`src/rtl/frame_build_pkg.sv`:
```
package frame_build_pkg;

  typedef enum logic [3:0] {
    S_IDLE, S_CAPT, S_MARK, S_VER, S_TRIG, S_CNT, S_PAY, S_CRC, S_END
  } fbState_e;

  typedef enum logic [2:0] {
    SEL_MARK, SEL_VER, SEL_TRIG, SEL_CNT, SEL_PAY, SEL_CRC, SEL_END
  } fieldSel_e;

  typedef struct packed {
    logic      clear;
    logic      capture;
    logic      crcEn;
    logic      rdNext;
    logic      bumpTrig;
    fieldSel_e sel;
  } fbStrobe_t;

endpackage

```
`src/rtl/frame_build_ctrl.sv`:
```
module frame_build_ctrl
  import frame_build_pkg::*;
(
  input  logic      clk,
  input  logic      rstN,
  input  logic      evtStart,
  input  logic      inValid,
  input  logic      inLast,
  input  logic      outReady,
  input  logic      lastRd,
  input  logic      bufEmpty,
  output logic      inReady,
  output logic      outValid,
  output fbStrobe_t stb
);

  fbState_e state, nxtState;
  logic     emit;

  always_comb begin
    outValid = (state != S_IDLE) && (state != S_CAPT);
    inReady  = (state == S_CAPT);
    emit     = outValid && outReady;

    stb          = '0;
    stb.clear    = (state == S_IDLE) && evtStart;
    stb.capture  = (state == S_CAPT) && inValid;
    stb.crcEn    = emit && (state != S_CRC) && (state != S_END);
    stb.rdNext   = emit && (state == S_PAY);
    stb.bumpTrig = emit && (state == S_END);

    case (state)
      S_VER:   stb.sel = SEL_VER;
      S_TRIG:  stb.sel = SEL_TRIG;
      S_CNT:   stb.sel = SEL_CNT;
      S_PAY:   stb.sel = SEL_PAY;
      S_CRC:   stb.sel = SEL_CRC;
      S_END:   stb.sel = SEL_END;
      default: stb.sel = SEL_MARK;
    endcase

    nxtState = state;
    case (state)
      S_IDLE: if (evtStart) nxtState = S_CAPT;
      S_CAPT: if (inValid && inLast) nxtState = S_MARK;
      S_MARK: if (emit) nxtState = S_VER;
      S_VER:  if (emit) nxtState = S_TRIG;
      S_TRIG: if (emit) nxtState = S_CNT;
      S_CNT:  if (emit) nxtState = bufEmpty ? S_CRC : S_PAY;
      S_PAY:  if (emit && lastRd) nxtState = S_CRC;
      S_CRC:  if (emit) nxtState = S_END;
      S_END:  if (emit) nxtState = S_IDLE;
      default: nxtState = S_IDLE;
    endcase
  end

  always_ff @(posedge clk) begin
    if (!rstN) state <= S_IDLE;
    else       state <= nxtState;
  end

  // capture is only ever entered from idle
  p_start_only_idle_r9: assert property (@(posedge clk) disable iff (!rstN)
    (state != S_IDLE && state != S_CAPT) |=> (state != S_CAPT));

  // an event always ends its capture with a marker word
  p_capture_exit_r1: assert property (@(posedge clk) disable iff (!rstN)
    (inReady && inValid && inLast) |=> (outValid && stb.sel == SEL_MARK));

endmodule

```
`src/rtl/frame_build_datapath.sv`:
```
module frame_build_datapath
  import frame_build_pkg::*;
#(
  parameter int                DATA_W    = 16,
  parameter int                BUF_DEPTH = 32,
  parameter int                TRIG_W    = 16,
  parameter logic [DATA_W-1:0] VERSION   = 'h0107,
  parameter logic [DATA_W-1:0] MARKER    = 'hA5C3,
  parameter logic [DATA_W-1:0] END_WORD  = 'h5AE1
) (
  input  logic              clk,
  input  logic              rstN,
  input  fbStrobe_t         stb,
  input  logic [DATA_W-1:0] inData,
  output logic [DATA_W-1:0] outData,
  output logic              lastRd,
  output logic              bufEmpty
);

  localparam int CNT_W = $clog2(BUF_DEPTH + 1);
  localparam int IDX_W = $clog2(BUF_DEPTH);

  logic [DATA_W-1:0] store [BUF_DEPTH];
  logic [CNT_W-1:0]  wrCnt;
  logic [IDX_W-1:0]  rdIdx;
  logic              ovf;
  logic [TRIG_W-1:0] trigCnt;
  logic [15:0]       crcReg;
  logic [CNT_W-1:0]  rdPlus;

  function automatic logic [15:0] crcStep(logic [15:0] c, logic [DATA_W-1:0] w);
    logic [15:0] x;
    logic        fb;
    x = c;
    for (int i = DATA_W - 1; i >= 0; i--) begin
      fb = x[15] ^ w[i];
      x  = {x[14:0], 1'b0} ^ (fb ? 16'h1021 : 16'h0000);
    end
    return x;
  endfunction

  always_ff @(posedge clk) begin
    if (stb.capture && (wrCnt != CNT_W'(BUF_DEPTH)))
      store[IDX_W'(wrCnt)] <= inData;
  end

  always_ff @(posedge clk) begin
    if (!rstN) begin
      wrCnt   <= '0;
      ovf     <= 1'b0;
      rdIdx   <= '0;
      crcReg  <= 16'hFFFF;
      trigCnt <= '0;
    end else begin
      if (stb.clear) begin
        wrCnt  <= '0;
        ovf    <= 1'b0;
        rdIdx  <= '0;
        crcReg <= 16'hFFFF;
      end else begin
        if (stb.capture) begin
          if (wrCnt != CNT_W'(BUF_DEPTH)) wrCnt <= wrCnt + 1'b1;
          else                            ovf   <= 1'b1;
        end
        if (stb.rdNext) rdIdx  <= rdIdx + 1'b1;
        if (stb.crcEn)  crcReg <= crcStep(crcReg, outData);
      end
      if (stb.bumpTrig) trigCnt <= trigCnt + 1'b1;
    end
  end

  always_comb begin
    rdPlus   = CNT_W'(rdIdx) + CNT_W'(1);
    lastRd   = (rdPlus == wrCnt);
    bufEmpty = (wrCnt == '0);
    case (stb.sel)
      SEL_VER:  outData = VERSION;
      SEL_TRIG: outData = DATA_W'(trigCnt);
      SEL_CNT:  outData = {ovf, (DATA_W-1)'(wrCnt)};
      SEL_PAY:  outData = store[rdIdx];
      SEL_CRC:  outData = DATA_W'(crcReg);
      SEL_END:  outData = END_WORD;
      default:  outData = MARKER;
    endcase
  end

  // the stored count never passes the store size
  p_count_bound_r6: assert property (@(posedge clk) disable iff (!rstN)
    wrCnt <= CNT_W'(BUF_DEPTH));

  // overflow is only flagged once the store is full
  p_ovf_full_r6: assert property (@(posedge clk) disable iff (!rstN)
    ovf |-> (wrCnt == CNT_W'(BUF_DEPTH)));

  // the trigger number only ever steps by one
  p_trig_step_r3: assert property (@(posedge clk) disable iff (!rstN)
    !$stable(trigCnt) |-> (trigCnt == TRIG_W'($past(trigCnt) + 1'b1)));

  // the checksum restarts for every new event
  p_crc_fresh_r7: assert property (@(posedge clk) disable iff (!rstN)
    $past(stb.clear) |-> (crcReg == 16'hFFFF));

endmodule

```
`src/rtl/event_frame_builder.sv`:
```
module event_frame_builder
  import frame_build_pkg::*;
#(
  parameter int                DATA_W    = 16,
  parameter int                BUF_DEPTH = 32,
  parameter int                TRIG_W    = 16,
  parameter logic [DATA_W-1:0] VERSION   = 'h0107,
  parameter logic [DATA_W-1:0] MARKER    = 'hA5C3,
  parameter logic [DATA_W-1:0] END_WORD  = 'h5AE1
) (
  input  logic              clk,
  input  logic              rstN,
  input  logic              evtStart,
  input  logic              inValid,
  output logic              inReady,
  input  logic [DATA_W-1:0] inData,
  input  logic              inLast,
  output logic              outValid,
  input  logic              outReady,
  output logic [DATA_W-1:0] outData
);

  fbStrobe_t stb;
  logic      lastRd;
  logic      bufEmpty;

  frame_build_ctrl u_ctrl (
    .clk      (clk),
    .rstN     (rstN),
    .evtStart (evtStart),
    .inValid  (inValid),
    .inLast   (inLast),
    .outReady (outReady),
    .lastRd   (lastRd),
    .bufEmpty (bufEmpty),
    .inReady  (inReady),
    .outValid (outValid),
    .stb      (stb)
  );

  frame_build_datapath #(
    .DATA_W    (DATA_W),
    .BUF_DEPTH (BUF_DEPTH),
    .TRIG_W    (TRIG_W),
    .VERSION   (VERSION),
    .MARKER    (MARKER),
    .END_WORD  (END_WORD)
  ) u_dp (
    .clk      (clk),
    .rstN     (rstN),
    .stb      (stb),
    .inData   (inData),
    .outData  (outData),
    .lastRd   (lastRd),
    .bufEmpty (bufEmpty)
  );

  // a stalled word is held unchanged
  p_stall_hold_r8: assert property (@(posedge clk) disable iff (!rstN)
    (outValid && !outReady) |=> (outValid && outData == $past(outData)));

  // every frame opens with the marker word
  p_marker_first_r1: assert property (@(posedge clk) disable iff (!rstN)
    $rose(outValid) |-> (outData == MARKER));

endmodule

```
`config.mk`:
```
export PLATFORM = sky130hd
export DESIGN_NAME = event_frame_builder
export DESIGN_NICKNAME = d
export VERILOG_FILES = /design/src/rtl/frame_build_pkg.sv /design/src/rtl/frame_build_ctrl.sv /design/src/rtl/frame_build_datapath.sv /design/src/rtl/event_frame_builder.sv
export SDC_FILE = /design/constraint.sdc
export NUM_CORES = 1
export LEC_CHECK = 0
export BUFFER_PORTS_ARGS = -buffer_cell sky130_fd_sc_hd__buf_2
export CORE_ASPECT_RATIO = 0.5
export CORE_MARGIN = 4
export CORE_UTILIZATION = 51
export CTS_BUF_LIST = sky130_fd_sc_hd__clkbuf_8
export CTS_CLUSTER_DIAMETER = 100
export DETAILED_ROUTE_END_ITERATION = 7
export HOLD_SLACK_MARGIN = 0.03
export PLACE_DENSITY = 0.7
export SLEW_MARGIN = 20
export SYNTH_ARGS = -nofsm -noshare
export SYNTH_HDL_FRONTEND = slang
export SYNTH_SLANG_ARGS = --single-unit
export TNS_END_PERCENT = 50
```
`constraint.sdc`:
```
create_clock -name clk -period 8.3 [get_ports clk]
set_input_delay 1.245 -clock clk [delete_from_list [all_inputs] [get_ports clk]]
set_output_delay 1.245 -clock clk [all_outputs]
set_load 0.005 [all_outputs]
```
* Word-level counts from Yosys, hierarchy flattened
Memories as Yosys holds them, arrays and structs flattened. A register that Yosys moved wholly into a read port is not among the register bits.
Index checks and enable logic that the tools add are counted.
** Storage, ports and cells
- Register bits :: 48
- Memories kept :: 1
- Bits in writable memories :: 512
- Output and inout bits :: 18
- Bits of input ports :: 22
- Word-level logic and storage cells :: 124
** Cells by class
- Bitwise operators :: 34
- $add $sub $neg :: 4
- Eq/ne operators :: 28
- Multiplexer cells :: 33
- Reductions and logical operators :: 18
** Memory list
- u_dp.store :: depth 32, bits a word 16, rd ports 1, clocked after Yosys merged registers in 1, write ports 1, line frame_build_datapath.sv:23 : logic [DATA_W-1:0] store [BUF_DEPTH];
** Operators by type and width (count)
- XOR 16 bit :: 16
- 2-to-1 mux 13 bit :: 16
- case mux 16 bit (6 select lines) :: 1
- 2-to-1 mux 4 bit :: 9
- case mux 4 bit (9 select lines) :: 1
- case mux 3 bit (6 select lines) :: 1
- adder 16 x 1 -> 16 bit (second input constant) :: 1
- == test 4 x 3 -> 1 bit (second input constant) :: 4
- XOR 1 bit :: 16
- != test 2 x 1 -> 1 bit (second input constant) :: 7
- logical AND 1 bit :: 11
- 2-to-1 mux 5 bit :: 2
- == test 3 bit (second input constant) :: 3
- AND reduction 9 bit :: 1
- == test 4 x 2 -> 1 bit (second input constant) :: 2
- adder 5 x 1 -> 6 bit (second input constant) :: 1
- adder 6 x 1 -> 6 bit (second input constant) :: 1
- == test 3 x 2 -> 1 bit (second input constant) :: 2
- == test 6 bit :: 1
- zero test 6 bit :: 1
- != test 6 bit (second input constant) :: 1
- adder 5 x 1 -> 5 bit (second input constant) :: 1
- == test 4 x 1 -> 1 bit (second input constant) :: 1
- == test 4 bit (second input constant) :: 1
- 11 further kinds :: 16

* Logic depth before layout (Yosys ltp)
Gate-level depths: netlist of run 1.
- Depth after elaboration :: 52
- Gate-level depth with buffers :: 18

* Cells and area by module
From an unflattened synthesis of run 1, not the netlist that was laid out.
** Unflattened totals
- Cells, all modules :: 1323
- Area total of the unflattened synthesis :: 23391.2 µm²
** Modules (own cells, without submodules)
- frame_build_datapath :: sequential area each 16355.7 µm², cells each 1269, area an instance 23008.3 µm², times used 1
- frame_build_ctrl :: sequential area each 80.1 µm², cells each 54, area an instance 382.9 µm², times used 1

* Least setup slack after synthesis of run 1
OpenSTA, ideal clock, no wires.
- Path kind :: flip-flop to output port
- Start point :: register with a tool-made name
- End point :: output port outData[7]
- Data required time :: 7.055 ns
- Slack :: 4.370 ns
- Arrival time :: 2.685 ns
- Cell stages (with the launch flop) :: 12
- Cells stage by stage :: dfxtp_1 > buf_4 > buf_4 > buf_4 > buf_2 > buf_2 > mux4_2 > mux4_2 > nor2_1 > a31oi_1 > a211o_1 > a31o_2
** RTL lines
- end: declaration :: line event_frame_builder.sv:20 : output logic [DATA_W-1:0] outData

==> impl_metrics.ini, run 1 <==
[status]
status = finished clean

[sta]
skew_ns = 0.0299
grt_setup_unrepaired = no
setup_slack_ns = 2.62
slew_violations = 0
fin_setup_tns_ns = 0
hold_ws_ns = 0.494
max_freq_ghz = 0.176
fin_crit_sh_pct = 68.4
min_period_ns = 5.68
hold_violations = 0
slew_headroom_pct = 33.7
worstMarginPinSlew_ns = 0.981
final-setup-viol-count = 0

[pwr]
power_density_nw_per_um2 = 225
p_total_mw = 5.83
vdd_ir_drop_max_uv = 96.6
p_leak_nw = 8.28

[grt]
antenna_found_initial = 1
grt_usage_pct = 23.1
grt_max_degree = 60
grt_pass1_wl_um = 84600
gr-total-overflow = 0
grt_pass1_vias = 13151

[detailed_routing]
routedWlPerCell_um = 27.1
drt_pass1_iterations = 6
drt-initial-drc-count = 1382
top_layer_used = met5
wl_met2_um = 26100
via_per_inst = 6.16
wl_met3_um = 6210
met1_length_um = 23200
vias = 12960
routed_wl_um = 57000
drc = 0
ant_nets = 0

[layout]
layout.cells.non_filler = 2105
layout_common_cells = 512 x edfxtp_1, 102 x mux4_2, 84 x clkbuf_8
area_growth_pct = 10.4
layout_commonest_cell = edfxtp_1
layout-drive-gt1-share_pct = 22.9
final_nets = 1475

[place]
dp_worst_setup_slack_ns = 3.29
place.gp.congestion = 0.911
dp_cells = 1962
portBuffers = 39
hpwl_um = 35000

[clocking]
cts.sink_count = 565
ctsRootBufferMaster = clkbuf_8
clk_pin_slew_worst_paths_ns = 0.06
cts_tree = built
numCtsBuffers = 81
cts_max_level = 3
cts.path.max_buffers = 3
cts_setup_buffers = 0
postCtsHoldBufs = 0
cts.repair.resized = 0
clk-insertion-delay-late_ns = 0.66

[critical_path]
cp-end-kind = output port
crit_required_ns = 7.05
start_kind = flop
worst-path-max-fanout = 58
cp.arrival_ns = 4.44
critPathKind = flop to output port

[synth]
ys_types = 76
synth-main-ff-cell = edfxtp_1
synth_nets = 1385
ys_seq_area_share_pct = 70.1
yosysTopAreaCell = edfxtp_1
synth_seq_cells = 565
syn_area_sq_um = 23400
synth_area_per_cell_sq_um = 17.3
synth.top_cell.area_share_pct = 65.6
syn_inst = 1357
synth_edf_count = 512
synthArstFlopShare_pct = 0
ys_warn_count = 0
synth.top_cells.by_area = edfxtp_1 66%, mux4_2 9.8%, dfxtp_1 4.5%, mux2i_1 2.6%, nand2_1 1.2%

[floorplanning]
die_w_um = 311
core_area_sq_um = 45300
start_util_pct = 51.8
fp.dieH_um = 160
std_cell_rows = 55
io_pins = 40
dieArea_sq_um = 49700

[run]
drv_cap = 0

[min_path]
hp-class = flop to flop
-- per-stage QoR --
stage | util (%) | cell area [sq um]
global placement | 53.9 | 24400
global route | 57.2 | 25900
finish | 57.2 | 25900
detailed placement | 53.9 | 24400
floorplan | - | 23500
CTS | 57.2 | 25900
-- cell type report --
class / instances / area [sq um]
fillers: 3358 / 19400
flip-flops and latches: 565 / 16400
multi-input cells: 700 / 6610
clock buffers: 84 / 1160
well taps: 598 / 748
repair buffers: 84 / 546
clock inverters: 58 / 333
inverters: 15 / 56.3
diodes: 1 / 2.50
-- state kept, by name, summed over array words and instances (netlist names), named ones only --
name	cells
u_dp.wrCnt	6
u_dp.store	512
u_dp.trigCnt	16
u_dp.crcReg	16
u_ctrl.state	4
u_dp.ovf	1
u_dp.rdIdx	5
-- critical path: stages, from the launching register on --
cell	delay, ns
dfxtp_4	0.92
buf_4	0.66
mux4_2	0.40
mux4_2	0.48
mux2i_1	0.65
o21ai_0	0.36
buf_2	0.22
-- logic make-up after synthesis --
kind of cell	synth area share [%]
AOI/OAI and AO/OA	4.56
xor gates and xnor gates	2.95
adders and majority gates	0.320
buffers and inverters	1.98
DFF	70.1
muxes	14.2
and+or+nand+nor	5.91
-- power by group --
group	internal (mW)	switching, mW	total (mW)
Sequential	3.13	0.0332	3.16
Clock	1.01	1.04	2.05
Combinational	0.261	0.350	0.611
-- synth_stat cells (17+ instances only) --
| cell type | count |
|---|---|
| edfxtp_1 | 512 |
| mux4_2 | 102 |
| nand2_1 | 76 |
| nor2_1 | 73 |
| mux2i_1 | 60 |
| dfxtp_1 | 53 |
| clkbuf_1 | 40 |
| nand3_1 | 38 |
| a21oi_1 | 32 |
| o21ai_0 | 29 |
| xnor2_1 | 29 |
| xor2_1 | 24 |
| and2_1 | 23 |
| a22oi_1 | 17 |
-- worst paths after layout --
path / startpoint / end / slack, ns / depth (start not counted)
worst min register to register: u_dp.rdIdx[1] / flop / 0.49 / 2
worst max-delay path: flop / outData[0] / 2.62 / 6
worst min-delay path: u_dp.rdIdx[1] / flop / 0.49 / 2
worst max register to register: flop / u_dp.crcReg[12] / 3.26 / 10
-- layer usage --
metal,GRT usage [%],vias to the layer above
met3,7.51,110
met5,0,-
li1,-,5565
met1,32.1,6657
met4,6.89,2
met2,35.3,626
(Power assumes the default switching activity.)
==> inputs of run 2 (changes only) <==
- PLACE_DENSITY: 0.7 -> 0.72
- clock period: 8.3 -> 4.8 ns (I/O delays scaled with it)
==> impl_metrics.ini, run 2 (same netlist as run 1, synthesis figures left out) <==
[floorplanning]
std_cell_rows = 55
io_pins = 40
die_w_um = 311
core_area_sq_um = 45300
start_util_pct = 51.8
fp.dieH_um = 160
dieArea_sq_um = 49700

[layout]
layout_common_cells = 512 x edfxtp_1, 102 x mux4_2, 80 x clkbuf_8
largest-register = u_dp.store
largest_register_ffs = 512
layout_commonest_cell = edfxtp_1
final_nets = 1496
num_antenna_cells = 0
layout-drive-gt1-share_pct = 24.5
reg_top3 = u_dp.store: 512 flops, u_dp.crcReg: 16 flops, u_dp.trigCnt: 16 flops
area_growth_pct = 11.3

[sta]
max_freq_ghz = 0.219
hold_violations = 0
fin_setup_tns_ns = 0
slew_violations = 0
final-setup-viol-count = 0
setup_slack_ns = 0.235
fin_crit_sh_pct = 95.1
skew_ns = 0.0315
min_period_ns = 4.57
grt_setup_unrepaired = no
slew_headroom_pct = 42.9
worstMarginPinSlew_ns = 0.854

[clocking]
cts.path.max_buffers = 3
numCtsBuffers = 79
clk-insertion-delay-late_ns = 0.66
cts.sink_count = 565
postCtsHoldBufs = 0
cts_tree = built
cts_max_level = 3
cts_setup_buffers = 0
cts.repair.resized = 0
clk_pin_slew_worst_paths_ns = 0.07
ctsRootBufferMaster = clkbuf_8

[critical_path]
worst-path-max-fanout = 37
crit_required_ns = 4.08
rrSetupSlack_ns = 0.49
cp.arrival_ns = 3.85
cp-end-kind = output port
start_kind = flop
critPathKind = flop to output port

[pwr]
power_density_nw_per_um2 = 383
p_leak_nw = 8.42
p_int_mw = 7.53
pwr-share-seq_pct = 54.7
swShare_pct = 24.7
switching_power_mw = 2.47
vdd_ir_drop_max_uv = 184
p_comb_share_pct = 11.1
pwr-share-clk_pct = 34.3

[detailed_routing]
vias = 13206
ant_nets = 0
routed_wl_um = 57400
drt_pass1_iterations = 5
via_per_inst = 6.21
drt-initial-drc-count = 1729
routedWlPerCell_um = 27.0
drc = 0

[grt]
grt_max_degree = 40
grt_pass1_vias = 13063
gr-total-overflow = 0
top_usage_layer = met2
use_met1_pct = 34.0
antenna_found_initial = 3
grt_pass1_wl_um = 84900
globalRouteMet2Util_pct = 35.1
grt_usage_pct = 23.1
met3_usage_pct = 4.76

[status]
status = finished clean

[place]
portBuffers = 39
hpwl_um = 35800
dp_worst_setup_slack_ns = 0.347
place.gp.congestion = 0.873

[min_path]
hp-class = input port to flop

[run]
drv_cap = 0
run 2: changes by cell type in the layout (fill, tap and decap cells not counted), moves of 4 or more:
cell and change:
nor2_2 +8, clkinv_2 +5, clkbuf_8 -4, inv_1 +5
clkinv_1 -4, buf_12 +7, buf_4 +16, nor2_1 -8
run 2: power by group through the flow:
stage               Combinational [mW]  Clock (mW)  Sequential [mW]
floorplan                        0.760           0             5.55
global placement                  1.06           0             5.57
detailed placement                1.09           0             5.57
CTS                               1.09        3.48             5.47
global route                      1.18        3.71             5.47
finish                            1.11        3.43             5.47
run 2: path summary, 6_finish.rpt:
path	cells after the start	from	to
worst min-delay path	2	rstN	u_ctrl.state[0]
worst min register to register	2	u_dp.ovf	u_dp.ovf
worst max-delay path	9	flop	outData[7]
worst max register to register	12	flop	u_dp.crcReg[12]
run 2: stage by stage:
stage               hold slack (ns)  std cells  total power, mW  cell area, sq um  utilization [%]
finish                        0.492       2126             10.0             26100             57.7
global route                  0.514       2126             10.4             26100             57.7
CTS                           0.468       2125             10.0             26100             57.6
detailed placement            0.484       1984             6.66             24700             54.5
global placement              0.466       1984             6.63             24700             54.5
floorplan                     0.440       1357             6.31             23500                -
run 2: area by class of cell:
cell class | instances | area, sq um
clock buffer | 80 | 1100
clock inverter | 61 | 320
fill | 3257 | 19200
inverter | 15 | 56.3
multi-input combinational | 700 | 6630
sequential | 565 | 16400
tap | 598 | 748
timing repair buffer | 107 | 806
run 2: critical path: stages, from the launching register on:
cell	delay, ns
dfxtp_4	0.73
buf_12	0.26
buf_12	0.24
mux4_2	0.34
mux4_2	0.48
nor2_1	0.15
a31oi_1	0.17
a211o_1	0.43
a31o_2	0.23
buf_2	0.13
run 2: layer usage:
layer  part of all wire [%]  vias up
li1                       -     5619
met1                     41     6728
met2                     45      741
met3                     10      114
met4                    2.8        4
met5                  0.047        -
==> inputs of run 3 (changes only) <==
- PLACE_DENSITY: 0.72 -> 0.7
- clock period: 4.8 -> 5.3 ns (I/O delays scaled with it)
==> impl_metrics.ini, run 3 (same netlist as run 1, synthesis figures left out) <==
[sta]
worstMarginPinSlew_ns = 1.13
grt_setup_unrepaired = no
slew_violations = 0
fin_setup_tns_ns = 0
slew_headroom_pct = 24.6
skew_ns = 0.0275
hold_violations = 0
fin_crit_sh_pct = 92.8
max_freq_ghz = 0.203
final-setup-viol-count = 0
min_period_ns = 4.92

[critical_path]
critPathKind = flop to output port
worst-path-max-fanout = 48
ff2ff_path_depth = 12
cp.arrival_ns = 4.12
crit_required_ns = 4.51
timing.critical_path.to = outData[6]
r2r_end = u_dp.crcReg[12]
start_kind = flop
rrSetupSlack_ns = 0.66
cp-end-kind = output port

[layout]
largest_register_ffs = 512
area_growth_pct = 11.0
final_nets = 1485
layout_common_cells = 512 x edfxtp_1, 102 x mux4_2, 83 x clkbuf_8
layout_commonest_cell = edfxtp_1
largest-register = u_dp.store
reg_top3 = u_dp.store: 512 flops, u_dp.crcReg: 16 flops, u_dp.trigCnt: 16 flops
utilization_pct = 57.5
num_antenna_cells = 0
layout-drive-gt1-share_pct = 23.1

[run]
drv_cap = 0

[floorplanning]
fp.dieH_um = 160
dieArea_sq_um = 49700
std_cell_rows = 55
die_w_um = 311
io_pins = 40
start_util_pct = 51.8
core_area_sq_um = 45300

[grt]
grt_pass1_wl_um = 85200
antenna_found_initial = 3
gr-total-overflow = 0
grt_max_degree = 49
grt_pass1_vias = 13031
grt_usage_pct = 23.3

[pwr]
power_density_nw_per_um2 = 355
p_leak_nw = 8.39
vdd_ir_drop_max_uv = 199

[clocking]
clk-insertion-delay-late_ns = 0.64
postCtsHoldBufs = 0
cts.sink_count = 565
cts.repair.resized = 0
ctsRootBufferMaster = clkbuf_8
clk_pin_slew_worst_paths_ns = 0.07
cts_max_level = 3
cts_setup_buffers = 0
cts.path.max_buffers = 3
numCtsBuffers = 80
cts_tree = built

[detailed_routing]
vias = 13033
drt_pass1_iterations = 5
ant_nets = 0
drc = 0
routedWlPerCell_um = 27.1
drt-initial-drc-count = 1553
via_per_inst = 6.15
routed_wl_um = 57400

[place]
place.gp.congestion = 0.878
hpwl_um = 35800
portBuffers = 39

[min_path]
hp-class = flop to flop

[status]
status = finished clean
run 3: area by class of cell:
type / count / area [sq um]
multi-input cells: 700 / 6620
inverters: 15 / 56.3
repair buffers: 95 / 653
flip-flops and latches: 565 / 16400
well taps: 598 / 748
fillers: 3372 / 19200
clock inverters: 62 / 373
clock buffers: 83 / 1140
run 3: critical path, stage by stage, from the launching register on:
cell	delay [ns]
dfxtp_4	0.85
buf_12	0.41
mux4_2	0.56
mux4_2	0.50
mux2i_1	0.65
o21ai_0	0.24
buf_2	0.20
run 3: per-layer routing:
metal | vias up | routed length, um | track usage, %
met5 | - | 35 | 0
met4 | 6 | 1380 | 6.53
met3 | 113 | 6000 | 6.74
met2 | 632 | 26400 | 35.7
met1 | 6694 | 23600 | 32.9
li1 | 5588 | - | -
run 3: how the worst min path moves through the flow:
stage,cells after the start,start,endpoint
CTS,2,u_dp.ovf,u_dp.ovf
floorplan,2,u_dp.ovf,u_dp.ovf
detailed placement,2,u_dp.rdIdx[1],flop
global placement,2,u_dp.ovf,u_dp.ovf
finish,2,u_dp.rdIdx[1],flop
global route,2,u_dp.rdIdx[1],flop
run 3: power breakdown:
group / switching (mW) / internal [mW]
Clock: 1.64 / 1.66
Combinational: 0.584 / 0.430
Sequential: 0.0405 / 4.90
Total: 2.26 / 6.99
run 3: per-stage QoR:
| stage | hold WS, ns | cell area [sq um] | setup slack (ns) | std cells | power, mW |
|---|---|---|---|---|---|
| after floorplan | 0.440 | 23500 | 1.43 | 1357 | 5.71 |
| after global placement | 0.464 | 24500 | 0.809 | 1973 | 6.02 |
| after detailed placement | 0.474 | 24500 | 0.712 | 1973 | 6.04 |
| after CTS | 0.491 | 26000 | 0.349 | 2118 | 9.30 |
| after global routing | 0.524 | 26000 | 0.161 | 2118 | 9.61 |
| final | 0.493 | 26000 | 0.382 | 2118 | 9.26 |
